### src/rtl/sermst_pkg.sv
package sermst_pkg;
   // Register byte offsets; software decodes these.
   localparam logic [7:0] OFS_CFG  = 8'h40;
   localparam logic [7:0] OFS_STAT = 8'h44;
   localparam logic [7:0] OFS_RATE = 8'h48;
   localparam logic [7:0] OFS_TXC  = 8'h4C;
   localparam logic [7:0] OFS_TXB  = 8'h50;
   localparam logic [7:0] OFS_RXC  = 8'h54;
   localparam logic [7:0] OFS_RXB  = 8'h58;
   localparam logic [7:0] OFS_IST  = 8'h68;
   localparam logic [7:0] OFS_IEN  = 8'h6C;
   // Field positions
   localparam int CFG_CPHA = 13;
   localparam int CFG_CPOL = 14;
   localparam int CFG_EN   = 31;
   localparam int TXC_EOF  = 2;
   localparam int IST_LO   = 2;   // flags occupy [5:2]
   localparam int IST_OVR  = 4;
   localparam int IST_FEOF = 5;
endpackage

### src/rtl/sermst_tick.sv
module sermst_tick #(
   parameter int RATE_W = 4
) (
   input  logic              clk,
   input  logic              rst_n,
   input  logic              run,
   input  logic [RATE_W-1:0] rate,
   output logic              tick
);
   localparam int CNT_W = (1 << RATE_W) - 1;

   logic [CNT_W-1:0]  cnt_q;
   logic [CNT_W-1:0]  half_m1;
   logic [RATE_W-1:0] expo;

   always_comb begin
      expo    = (rate == '0) ? '0 : rate - RATE_W'(1);
      half_m1 = (CNT_W'(1) << expo) - CNT_W'(1);
   end

   assign tick = run && (cnt_q == half_m1);

   always_ff @(posedge clk or negedge rst_n) begin
      if (!rst_n)           cnt_q <= '0;
      else if (!run || tick) cnt_q <= '0;
      else                  cnt_q <= cnt_q + CNT_W'(1);
   end
endmodule

### src/rtl/sermst_engine.sv
module sermst_engine #(
   parameter int DATA_W = 8,
   parameter int CH_W   = 2
) (
   input  logic                   clk,
   input  logic                   rst_n,
   input  logic                   start,
   input  logic                   tick,
   input  logic                   cpol,
   input  logic                   cpha,
   input  logic                   miso,
   input  logic                   tx_eof,
   input  logic [DATA_W-1:0]      tx_data,
   input  logic [CH_W-1:0]        tx_chan,
   output logic                   busy,
   output logic                   done,
   output logic                   sclk,
   output logic                   mosi,
   output logic [(1<<CH_W)-1:0]   cs_n,
   output logic [DATA_W-1:0]      rx_data,
   output logic [CH_W-1:0]        rx_chan,
   output logic                   rx_eof
);
   localparam int EDGES = 2 * DATA_W;
   localparam int PH_W  = $clog2(EDGES + 3);
   localparam int NCS   = 1 << CH_W;

   logic [PH_W-1:0]   ph_q, ev;
   logic [DATA_W-1:0] tx_sr, rx_sr;
   logic [CH_W-1:0]   chan_q;
   logic              eof_q, tog_q, hold_q;
   logic              in_edges, sample_ev, shift_ev, last_ev;

   always_comb begin
      ev        = ph_q + PH_W'(1);
      in_edges  = ev <= PH_W'(EDGES);
      // phase 0 samples on odd toggles, phase 1 on even toggles
      sample_ev = in_edges && (ev[0] ^ cpha);
      shift_ev  = in_edges && !(ev[0] ^ cpha) && (ev != PH_W'(1)) && (ev != PH_W'(EDGES));
      last_ev   = ev == (PH_W'(EDGES + 1) + PH_W'(eof_q));
   end

   assign done = busy && tick && last_ev;

   always_ff @(posedge clk or negedge rst_n) begin
      if (!rst_n) begin
         busy <= 1'b0; ph_q <= '0; tog_q <= 1'b0; hold_q <= 1'b0;
         tx_sr <= '0; rx_sr <= '0; chan_q <= '0; eof_q <= 1'b0;
      end else if (start && !busy) begin
         busy   <= 1'b1;
         ph_q   <= '0;
         tog_q  <= 1'b0;
         hold_q <= 1'b1;
         tx_sr  <= tx_data;
         chan_q <= tx_chan;
         eof_q  <= tx_eof;
      end else if (busy && tick) begin
         ph_q <= ev;
         if (in_edges)  tog_q <= ~tog_q;
         if (sample_ev) rx_sr <= {rx_sr[DATA_W-2:0], miso};
         if (shift_ev)  tx_sr <= {tx_sr[DATA_W-2:0], 1'b0};
         if (last_ev) begin
            busy   <= 1'b0;
            hold_q <= !eof_q;
         end
      end
   end

   assign sclk    = cpol ^ tog_q;
   assign mosi    = tx_sr[DATA_W-1];
   assign rx_data = rx_sr;
   assign rx_chan = chan_q;
   assign rx_eof  = eof_q;

   for (genvar g = 0; g < NCS; g++) begin : g_cs
      assign cs_n[g] = !(hold_q && (chan_q == CH_W'(g)));
   end
endmodule

### src/rtl/sermst_top.sv
module sermst_top
   import sermst_pkg::*;
#(
   parameter int DATA_W  = 8,
   parameter int CH_W    = 2,
   parameter int RATE_W  = 4,
   parameter int ADDR_W  = 8,
   parameter int BUS_W   = 32,
   parameter bit IRQ_REG = 1'b0
) (
   input  logic                 clk,
   input  logic                 rst_n,
   input  logic                 bus_sel,
   input  logic                 bus_wr,
   input  logic [ADDR_W-1:0]    bus_addr,
   input  logic [BUS_W-1:0]     bus_wdata,
   output logic [BUS_W-1:0]     bus_rdata,
   output logic                 sclk,
   output logic                 mosi,
   input  logic                 miso,
   output logic [(1<<CH_W)-1:0] cs_n,
   output logic                 irq
);
   if (DATA_W < 2 || DATA_W > 16) begin : g_bad_data
      $error("DATA_W out of range");
   end
   if (CH_W < 1 || CH_W > 2) begin : g_bad_ch
      $error("CH_W must fit below the eof bit");
   end
   if (RATE_W < 1 || RATE_W > 5) begin : g_bad_rate
      $error("RATE_W out of range");
   end
   if (ADDR_W < 8 || BUS_W < 32) begin : g_bad_bus
      $error("bus too narrow for register map");
   end

   localparam logic [ADDR_W-1:0] A_CFG  = ADDR_W'(OFS_CFG);
   localparam logic [ADDR_W-1:0] A_STAT = ADDR_W'(OFS_STAT);
   localparam logic [ADDR_W-1:0] A_RATE = ADDR_W'(OFS_RATE);
   localparam logic [ADDR_W-1:0] A_TXC  = ADDR_W'(OFS_TXC);
   localparam logic [ADDR_W-1:0] A_TXB  = ADDR_W'(OFS_TXB);
   localparam logic [ADDR_W-1:0] A_RXC  = ADDR_W'(OFS_RXC);
   localparam logic [ADDR_W-1:0] A_RXB  = ADDR_W'(OFS_RXB);
   localparam logic [ADDR_W-1:0] A_IST  = ADDR_W'(OFS_IST);
   localparam logic [ADDR_W-1:0] A_IEN  = ADDR_W'(OFS_IEN);

   logic              en_q, cpol_q, cpha_q;
   logic [RATE_W-1:0] rate_q;
   logic [CH_W-1:0]   txc_chan_q, rxc_chan_q;
   logic              txc_eof_q, rxc_eof_q;
   logic [DATA_W-1:0] rxb_q;
   logic              rxf_q, ovr_q, feof_q;
   logic [3:0]        ien_q;
   logic              wr_any, rd_rxb, start, tick, busy, done;
   logic [DATA_W-1:0] eng_rx;
   logic [CH_W-1:0]   eng_chan;
   logic              eng_eof, irq_c;
   logic [3:0]        ist_v;
   logic              unused_wdata;

   assign unused_wdata = ^bus_wdata;
   assign wr_any = bus_sel && bus_wr;
   assign rd_rxb = bus_sel && !bus_wr && (bus_addr == A_RXB);
   assign start  = wr_any && (bus_addr == A_TXB) && en_q && !busy;

   sermst_tick #(.RATE_W(RATE_W)) tick_i (
      .clk(clk), .rst_n(rst_n), .run(busy), .rate(rate_q), .tick(tick)
   );

   sermst_engine #(.DATA_W(DATA_W), .CH_W(CH_W)) eng_i (
      .clk(clk), .rst_n(rst_n), .start(start), .tick(tick),
      .cpol(cpol_q), .cpha(cpha_q), .miso(miso), .tx_eof(txc_eof_q),
      .tx_data(bus_wdata[DATA_W-1:0]), .tx_chan(txc_chan_q),
      .busy(busy), .done(done), .sclk(sclk), .mosi(mosi), .cs_n(cs_n),
      .rx_data(eng_rx), .rx_chan(eng_chan), .rx_eof(eng_eof)
   );

   always_ff @(posedge clk or negedge rst_n) begin
      if (!rst_n) begin
         en_q <= 1'b0; cpol_q <= 1'b0; cpha_q <= 1'b0; rate_q <= '0;
         txc_chan_q <= '0; txc_eof_q <= 1'b0; ien_q <= '0;
      end else if (wr_any) begin
         if (bus_addr == A_CFG) begin
            en_q   <= bus_wdata[CFG_EN];
            cpol_q <= bus_wdata[CFG_CPOL];
            cpha_q <= bus_wdata[CFG_CPHA];
         end
         if (bus_addr == A_RATE) rate_q <= bus_wdata[RATE_W-1:0];
         if (bus_addr == A_TXC) begin
            txc_chan_q <= bus_wdata[CH_W-1:0];
            txc_eof_q  <= bus_wdata[TXC_EOF];
         end
         if (bus_addr == A_IEN) ien_q <= bus_wdata[IST_LO+3:IST_LO];
      end
   end

   always_ff @(posedge clk or negedge rst_n) begin
      if (!rst_n) begin
         rxb_q <= '0; rxc_chan_q <= '0; rxc_eof_q <= 1'b0;
         rxf_q <= 1'b0; ovr_q <= 1'b0; feof_q <= 1'b0;
      end else begin
         if (done) begin
            rxb_q      <= eng_rx;
            rxc_chan_q <= eng_chan;
            rxc_eof_q  <= eng_eof;
         end
         if (done)        rxf_q <= 1'b1;
         else if (rd_rxb) rxf_q <= 1'b0;
         if (done && rxf_q && !rd_rxb)                              ovr_q <= 1'b1;
         else if (wr_any && bus_addr == A_IST && bus_wdata[IST_OVR]) ovr_q <= 1'b0;
         if (done && eng_eof)                                        feof_q <= 1'b1;
         else if (wr_any && bus_addr == A_IST && bus_wdata[IST_FEOF]) feof_q <= 1'b0;
      end
   end

   assign ist_v = {feof_q, ovr_q, ~busy, rxf_q};
   assign irq_c = |(ist_v & ien_q);

   if (IRQ_REG) begin : g_irq_reg
      always_ff @(posedge clk or negedge rst_n) begin
         if (!rst_n) irq <= 1'b0;
         else        irq <= irq_c;
      end
   end else begin : g_irq_comb
      assign irq = irq_c;
   end

   always_comb begin
      bus_rdata = '0;
      case (bus_addr)
         A_CFG: begin
            bus_rdata[CFG_EN]   = en_q;
            bus_rdata[CFG_CPOL] = cpol_q;
            bus_rdata[CFG_CPHA] = cpha_q;
         end
         A_STAT: bus_rdata[0] = busy;
         A_RATE: bus_rdata[RATE_W-1:0] = rate_q;
         A_TXC: begin
            bus_rdata[CH_W-1:0] = txc_chan_q;
            bus_rdata[TXC_EOF]  = txc_eof_q;
         end
         A_RXC: begin
            bus_rdata[CH_W-1:0] = rxc_chan_q;
            bus_rdata[TXC_EOF]  = rxc_eof_q;
         end
         A_RXB: bus_rdata[DATA_W-1:0] = rxb_q;
         A_IST: bus_rdata[IST_LO+3:IST_LO] = ist_v;
         A_IEN: bus_rdata[IST_LO+3:IST_LO] = ien_q;
         default: bus_rdata = '0;
      endcase
   end
endmodule

### config.mk
export PLATFORM = sky130hd
export DESIGN_NAME = sermst_top
export DESIGN_NICKNAME = d
export VERILOG_FILES = /design/src/rtl/sermst_pkg.sv /design/src/rtl/sermst_tick.sv /design/src/rtl/sermst_engine.sv /design/src/rtl/sermst_top.sv
export SDC_FILE = /design/constraint.sdc
export NUM_CORES = 1
export LEC_CHECK = 0
export BUFFER_PORTS_ARGS = -buffer_cell sky130_fd_sc_hd__buf_2
export CORE_ASPECT_RATIO = 0.7
export CORE_MARGIN = 2
export CORE_UTILIZATION = 60
export CTS_CLUSTER_DIAMETER = 120
export DETAILED_ROUTE_END_ITERATION = 6
export GPL_ROUTABILITY_DRIVEN = 1
export PLACE_DENSITY = 0.95
export SLEW_MARGIN = 5
export SYNTH_ARGS = -nofsm -noshare
export SYNTH_HDL_FRONTEND = slang
export SYNTH_SLANG_ARGS = --single-unit
### constraint.sdc
create_clock -name clk -period 11.95 [get_ports clk]
set_clock_uncertainty 0.1 [all_clocks]
set_input_delay 0.5975 -clock clk [delete_from_list [all_inputs] [get_ports clk]]
set_output_delay 0.5975 -clock clk [all_outputs]
set_load 0.02 [all_outputs]
==> results.yml, run 1 <==
global_route:
  antenna_found_initial: 0
  overflow: 0
  grt_pass1_wl_mm: 17.5
  grt_pass1_vias: 3577
  grt_max_degree: 71
  grt_use_total_pct: 28.7
yosys:
  syn_inst: 468
  synth_cell_types: 65
  yosys-top-cells-count: "dfrtp_1, nor2_1, nand2_1"
  yosysWarningCount: 0
  ys_ff_latch: 70
  synth-async-reset-ratio_pct: 100
  synth_edf_count: 0
  synth_seq_area_share_pct: 40.1
  synth_ff_type: "dfrtp_1"
  synth_most_common_cell: "dfrtp_1"
  synth_area_leaders: "dfrtp_1, mux2_2, buf_4"
  yosysTopAreaCell: "dfrtp_1"
  synth.avg_cell_area_sq_um: 9.33
  yosysTopAreaCellShare_pct: 40.1
  synth_area_sq_mm: 0.00437
clock_network:
  cts_tree: "built"
  cts_buffer_depth: 2
  cts_buffers: 9
  htree_levels: 3
  ctsResizeCount: 0
  cts-hold-fix-buffers: 0
  cts-root-buf: "clkbuf_8"
  cts_setup_buffers: 0
  cts.sinks: 70
  clk_pin_slew_worst_paths_ns: 0.09
  clock_latency_ns: 0.38
die:
  core_sq_mm: 0.00691
  die_w_microns: 106
  io_pins: 84
  initial_core_util_pct: 63.2
  die_area_sq_mm: 0.00799
  num_rows: 25
  fp.dieH_microns: 75.4
sta:
  drv_slew: 0
  relSlewSlack_pct: 22.8
  grt_setup_unrepaired: "no"
  setup-tns-final_ns: 0
  period_needed_ns: 4.88
  tightest_slew_ns: 1.16
  fin_crit_sh_pct: 40.8
  finalSetupViolCount: 0
  finalHoldViolations: 0
  fmaxAchievable_mhz: 205
critical_path:
  critPathBufInv: 1
  crit_family: "simple AND/OR/NAND/NOR gates"
  timing.rr.end: "rxc_chan_q[1]$_DFFE_PN0P_"
  worst-r2r-setup-slack_ns: 7.07
  critPathCapture: "rxc_chan_q[1]$_DFFE_PN0P_"
  slowest_stage: "dfrtp_1"
  startpoint: "rate_q[1]$_DFFE_PN0P_"
  rr_worst_depth: 10
  crit_cells: 10
  crit_path_end_kind: "flop"
  criticalPathCategory: "reg -> reg"
  worstPathCellList: "or4b_2 -> ha_1 -> xnor2_1 -> xnor2_1 -> or4_1 -> or3_1 -> nor4_4 -> buf_4 -> nand4_2 -> mux2_1"
  worst-path-max-fanout: 26
  reg2reg_from: "rate_q[1]$_DFFE_PN0P_"
  slowest_delay_ns: 0.85
  crit_arrival_ns: 5.03
  critPathRequiredTime_ns: 12.10
  crit_top_cell: "xnor2_1"
  start_kind: "flop"
drt:
  drt_wl_total_mm: 10.6
  first_pass_iters: 7
  ant_nets: 0
  route.detailed.drc: 18
  vias_per_cell: 6.27
  vias: 3709
  wl_per_cell_microns: 18.0
  drtIter0Drc: 431
cells_and_area:
  fillers: 522
  stdcell_area_sq_mm: 0.00471
  layout-drive-gt1-share_pct: 21.1
  diodes: 0
  area_delta_synth_final_pct: 7.93
  nets: 543
placed_design:
  dp_hpwl_mm: 7.35
  gp_congestion: 0.978
  numPortBuffers: 41
  place_area_sq_mm: 0.00451
status:
  violations: "design-rule violations"
  outcome: "complete, but fails checks"
power_and_ir_drop:
  max-vdd-ir-drop_v: 0.0000620
  leakagePower_uw: 0.00220
  power.density_mw_per_mm2: 106
run:
  drv_cap: 0
worst_hold_path:
  hold_class: "in -> async"
==> worst min-delay path by stage <==
stage	from	endpoint	slack, ns	cells past startpoint
2_1_floorplan	rst_n	cpha_q$_DFFE_PN0P_	0.20	0
3_3_place_gp	eng_i.rx_data[7]$_DFFE_PN0P_	rxb_q[7]$_DFFE_PN0P_	0.37	1
3_5_place_dp	rxb_q[6]$_DFFE_PN0P_	rxb_q[6]$_DFFE_PN0P_	0.39	1
4_1_cts	rst_n	tick_i.cnt_q[3]$_DFF_PN0_	0.36	2
5_1_grt	bus_wdata[31]	en_q$_DFFE_PN0P_	0.35	2
6_report	rst_n	tick_i.cnt_q[1]$_DFF_PN0_	0.33	2
==> layout make-up <==
cell class              count  area (sq um)  share of cell area, %
flip-flops and latches     70          1750                   37.2
inverters                  17          63.8                   1.35
multi-input cells         352          2360                   50.0
well taps                  94           118                   2.49
clock inverters             7          80.1                   1.70
clock buffers               9           124                   2.63
repair buffers             43           220                   4.67
==> registers in the layout (all words and copies together), names as in the netlist, 2 cells and up <==
| signal | count |
|---|---|
| eng_i.tx_sr | 8 |
| rxb_q | 8 |
| eng_i.ph_q | 5 |
| rate_q | 4 |
| tick_i.cnt_q | 15 |
| rxc_chan_q | 2 |
| ien_q | 4 |
| eng_i.rx_chan | 2 |
| txc_chan_q | 2 |
| eng_i.rx_data | 8 |
==> layout by cell type (no fill, tap or decap), types with 9 or more instances in the layout <==
| master | n |
|---|---|
| clkbuf_8 | 9 |
| mux2_2 | 27 |
| xnor2_1 | 16 |
| dfrtp_1 | 70 |
| a21oi_1 | 19 |
| nand2_1 | 38 |
| nor2_1 | 39 |
| inv_1 | 17 |
| conb_1 | 21 |
| buf_2 | 41 |
| and2_1 | 11 |
| o21ai_0 | 12 |
| nand3_1 | 23 |
==> metrics by stage <==
step | cells | setup slack [ns] | hold WS [ns] | utilization [%] | power (uW)
CTS | 592 | 7.15 | 0.355 | 68.2 | 499
floorplan | 488 | 7.78 | 0.202 | - | 287
finish | 592 | 7.07 | 0.326 | 68.2 | 500
detailed placement | 576 | 7.17 | 0.386 | 65.2 | 301
global route | 592 | 6.91 | 0.347 | 68.2 | 516
global placement | 576 | 7.36 | 0.366 | 65.2 | 298
==> metal layers <==
layer  vias up  routed length (microns)  track usage [%]
li1       1681                        -                -
met1      1779                     4440             36.7
met2       213                     4830             45.7
met3        36                     1080             9.24
met4         0                      292             13.0
met5         -                        0                0
==> report_power, final <==
part           internal (uW)  switching (uW)  leakage, uW
Combinational           17.1            39.0      0.00121
Clock                   98.7             104    0.0000968
Sequential               238            3.59     0.000902
==> logic make-up after synthesis <==
logic type | synth area share, %
simple gates | 22.2
mux | 9.68
flops | 40.1
other cells | 0.0859
xor+xnor | 4.81
fa+ha+maj | 1.43
compound gates | 14.0
buf+inv | 7.65
No activity file was read; power rests on OpenSTA's default activity.
==> run 2: changes to the inputs <==
--- a/config.mk
+++ b/config.mk
@@ -5,14 +5,15 @@
 export SDC_FILE = /design/constraint.sdc
 export NUM_CORES = 1
 export LEC_CHECK = 0
+export ABC_AREA = 1
 export BUFFER_PORTS_ARGS = -buffer_cell sky130_fd_sc_hd__buf_2
 export CORE_ASPECT_RATIO = 0.7
 export CORE_MARGIN = 2
-export CORE_UTILIZATION = 60
+export CORE_UTILIZATION = 56
 export CTS_CLUSTER_DIAMETER = 120
 export DETAILED_ROUTE_END_ITERATION = 6
 export GPL_ROUTABILITY_DRIVEN = 1
-export PLACE_DENSITY = 0.95
+export PLACE_DENSITY = 0.92
 export SLEW_MARGIN = 5
 export SYNTH_ARGS = -nofsm -noshare
 export SYNTH_HDL_FRONTEND = slang
==> constraint.sdc (replaced) <==
create_clock -name clk -period 4.5 [get_ports clk]
set_clock_uncertainty 0.1 [all_clocks]
set_input_delay 0.225 -clock clk [delete_from_list [all_inputs] [get_ports clk]]
set_output_delay 0.225 -clock clk [all_outputs]
set_load 0.02 [all_outputs]
==> run 2 against run 1 <==
The flow now finishes without violations. Critical endpoint is now eng_i.tx_sr[0]$_DFFE_PN0P_. Global-route usage down 0.92 points. Critical path type unchanged. Clock power grew to 2.8 times the previous value. Sequential cell count unchanged.
==> results.yml, run 2 <==
yosys:
  synth_edf_count: 0
  synth_ff_type: "dfrtp_1"
  synth_cell_types: 36
  synth_top_family_by_area: "simple AND/OR/NAND/NOR gates"
  ys_ff_latch: 70
  synth_area_sq_mm: 0.00425
  synth_xor_area_share_pct: 2.47
  synthAdderAreaFrac_pct: 1.47
  synthSimpleGateAreaFrac_pct: 33.0
  synth_area_leaders: "dfrtp_1, nand2_1, inv_1"
  yosysWarningCount: 0
  yosysTopAreaCellShare_pct: 41.2
  synth-async-reset-ratio_pct: 100
  yosys-top-cells-count: "nand2_1, inv_1, dfrtp_1"
  synth_compound_area_share_pct: 8.48
  yosysTopAreaCell: "dfrtp_1"
  synth_seq_area_share_pct: 41.2
  synth_most_common_cell: "nand2_1"
  yosys-mux-area-fraction_pct: 0.530
  synth.avg_cell_area_sq_um: 7.27
  syn_inst: 585
worst_hold_path:
  min_to: "ien_q[2]$_DFFE_PN0P_"
  hold_class: "in -> reg"
  hold-path-cell-count: 3
  hold_path.startpoint: "bus_wdata[4]"
placed_design:
  gp_congestion: 0.992
  dp_hpwl_mm: 7.95
  numPortBuffers: 41
  place_inst: 714
clock_network:
  cts-root-buf: "clkbuf_8"
  cts_buffers: 9
  cts.sinks: 70
  clock_latency_ns: 0.35
  clk_pin_slew_worst_paths_ns: 0.08
  cts_tree: "built"
  htree_levels: 3
  cts_setup_buffers: 0
  cts_buffer_depth: 2
die:
  die_w_microns: 108
  num_rows: 26
  initial_core_util_pct: 58.1
  die_area_sq_mm: 0.00832
  core_sq_mm: 0.00732
  io_pins: 84
  fp.dieH_microns: 76.9
sta:
  setup-tns-final_ns: 0
  finalSetupViolCount: 0
  grt_setup_unrepaired: "no"
  period_needed_ns: 3.40
  tightest_slew_ns: 0.808
  finalHoldViolations: 0
  fin_crit_sh_pct: 75.6
  relSlewSlack_pct: 46.1
  fmaxAchievable_mhz: 294
  drv_slew: 0
  hold_ws_ns: 0.0259
power_and_ir_drop:
  max-vdd-ir-drop_v: 0.000151
  power.density_mw_per_mm2: 278
  p_switching_uw: 327
  switching_share_pct: 25.3
  seq_power_share_pct: 49.6
  leakagePower_uw: 0.00241
  power.clock.fraction_pct: 43.3
  p_int_uw: 968
  combPwrFrac_pct: 7.0
critical_path:
  criticalPathCategory: "reg -> reg"
  crit_path_end_kind: "flop"
  crit_arrival_ns: 3.54
  crit_family: "simple AND/OR/NAND/NOR gates"
  slowest_delay_ns: 0.68
  worstPathCellList: "nor2_2 -> nand2_1 -> ha_1 -> nand3_1 -> o21ai_0 -> nand3b_1 -> nand2_1 -> nand4_1 -> nand2_2 -> nand2_1 -> nand2_1 -> nand2_1"
  worst-path-max-fanout: 16
  crit_top_cell: "nand2_1"
  worst-r2r-setup-slack_ns: 1.10
  critPathBufInv: 0
  rr_worst_depth: 12
  reg2reg_from: "rate_q[3]$_DFFE_PN0P_"
  timing.rr.end: "eng_i.tx_sr[0]$_DFFE_PN0P_"
  critPathRequiredTime_ns: 4.64
  start_kind: "flop"
  slowest_stage: "dfrtp_1"
global_route:
  grt_max_degree: 65
  antenna_found_initial: 0
  overflow: 0
  grt_pass1_wl_mm: 17.9
  grt_use_total_pct: 27.8
  grt_pass1_vias: 3709
drt:
  drtIter0Drc: 319
  ant_nets: 0
  route.detailed.drc: 0
  drt_wl_total_mm: 10.7
  wl_per_cell_microns: 14.6
  vias: 3971
  first_pass_iters: 5
  vias_per_cell: 5.43
status:
  outcome: "completed"
cells_and_area:
  layout-drive-gt1-share_pct: 13.7
  post-route-util_pct: 63.6
  regMostFlops: "tick_i.cnt_q"
  area_delta_synth_final_pct: 9.45
  finalNonFillerCells: 731
  final_common_cell: "nand2_1"
  diodes: 0
  final_cell_mix: "nand2_1, inv_1, dfrtp_1"
  nets: 678
  largest_reg_flops: 15
  fillers: 620
run:
  drv_cap: 0
[run 2: cell count changes after synthesis, sizes merged, moves of 22 or more]
cell / previous run / this run
clkbuf: 23 / 1
inv: 17 / 80
mux2: 34 / 2
nand2: 38 / 182
nand3: 23 / 57
o21ai: 12 / 44
[run 2: logic make-up after synthesis]
logic type                 after synthesis
xor gates and xnor gates                12
DFF                                     70
AOI/OAI and AO/OA                       60
adders and majority gates                5
buffers and inverters                  113
other                                    1
and+or+nand+nor                        322
muxes                                    2
[run 2: stage by stage]
stage,worst slack [ns],instance area (sq um),power [uW]
after floorplan,2.05,4330,721
after global placement,1.39,4430,742
after detailed placement,1.34,4430,744
after CTS,1.24,4650,1300
after global routing,0.916,4650,1340
final,1.10,4650,1300
[run 2: tightest hold or removal path, delay by kind of cell]
family | cells | cell delay, ns
buf+inv | 1 | 0.11
simple gates | 1 | 0.05
compound gates | 1 | 0.05
[run 2: what timing repair did]
item	in CTS	in global routing
hold endpoints to repair	6	0
resized for setup	0	0
hold buffers	1	0
[run 2: how the worst max path moves through the flow]
stage,from,end,slack [ns],cells after the start
2_1_floorplan,rate_q[2]$_DFFE_PN0P_,eng_i.rx_data[5]$_DFFE_PN0P_,2.05,17
4_1_cts,rate_q[3]$_DFFE_PN0P_,eng_i.tx_sr[0]$_DFFE_PN0P_,1.24,12
5_1_grt,rate_q[3]$_DFFE_PN0P_,eng_i.tx_sr[0]$_DFFE_PN0P_,0.92,12
3_3_place_gp,rate_q[3]$_DFFE_PN0P_,eng_i.tx_sr[0]$_DFFE_PN0P_,1.39,15
6_report,rate_q[3]$_DFFE_PN0P_,eng_i.tx_sr[0]$_DFFE_PN0P_,1.10,12
3_5_place_dp,rate_q[3]$_DFFE_PN0P_,eng_i.tx_sr[1]$_DFFE_PN0P_,1.34,15
[run 2: per-layer routing]
metal	global-route usage [%]	share of wire, %	up-vias
met4	9.10	2.0	0
met3	5.44	8.0	21
met1	40.4	45	1862
met5	0	0	-
li1	-	-	1895
met2	41.7	45	193
[run 2: cell type report]
class | count | area (sq um) | area share [%]
inverters | 82 | 309 | 6.64
well taps | 98 | 123 | 2.64
clock buffers | 10 | 128 | 2.74
clock inverters | 6 | 86.3 | 1.86
repair buffers | 43 | 223 | 4.79
multi-input cells | 422 | 2030 | 43.7
flip-flops and latches | 70 | 1750 | 37.6
[run 2: power groups by stage]
stage,combinational (uW),sequential (uW),clock (uW)
after floorplan,71.3,649,0
after global placement,87.2,654,0
after detailed placement,89.7,655,0
after CTS,90.7,642,567
after global routing,104,643,592
final,91.3,643,561
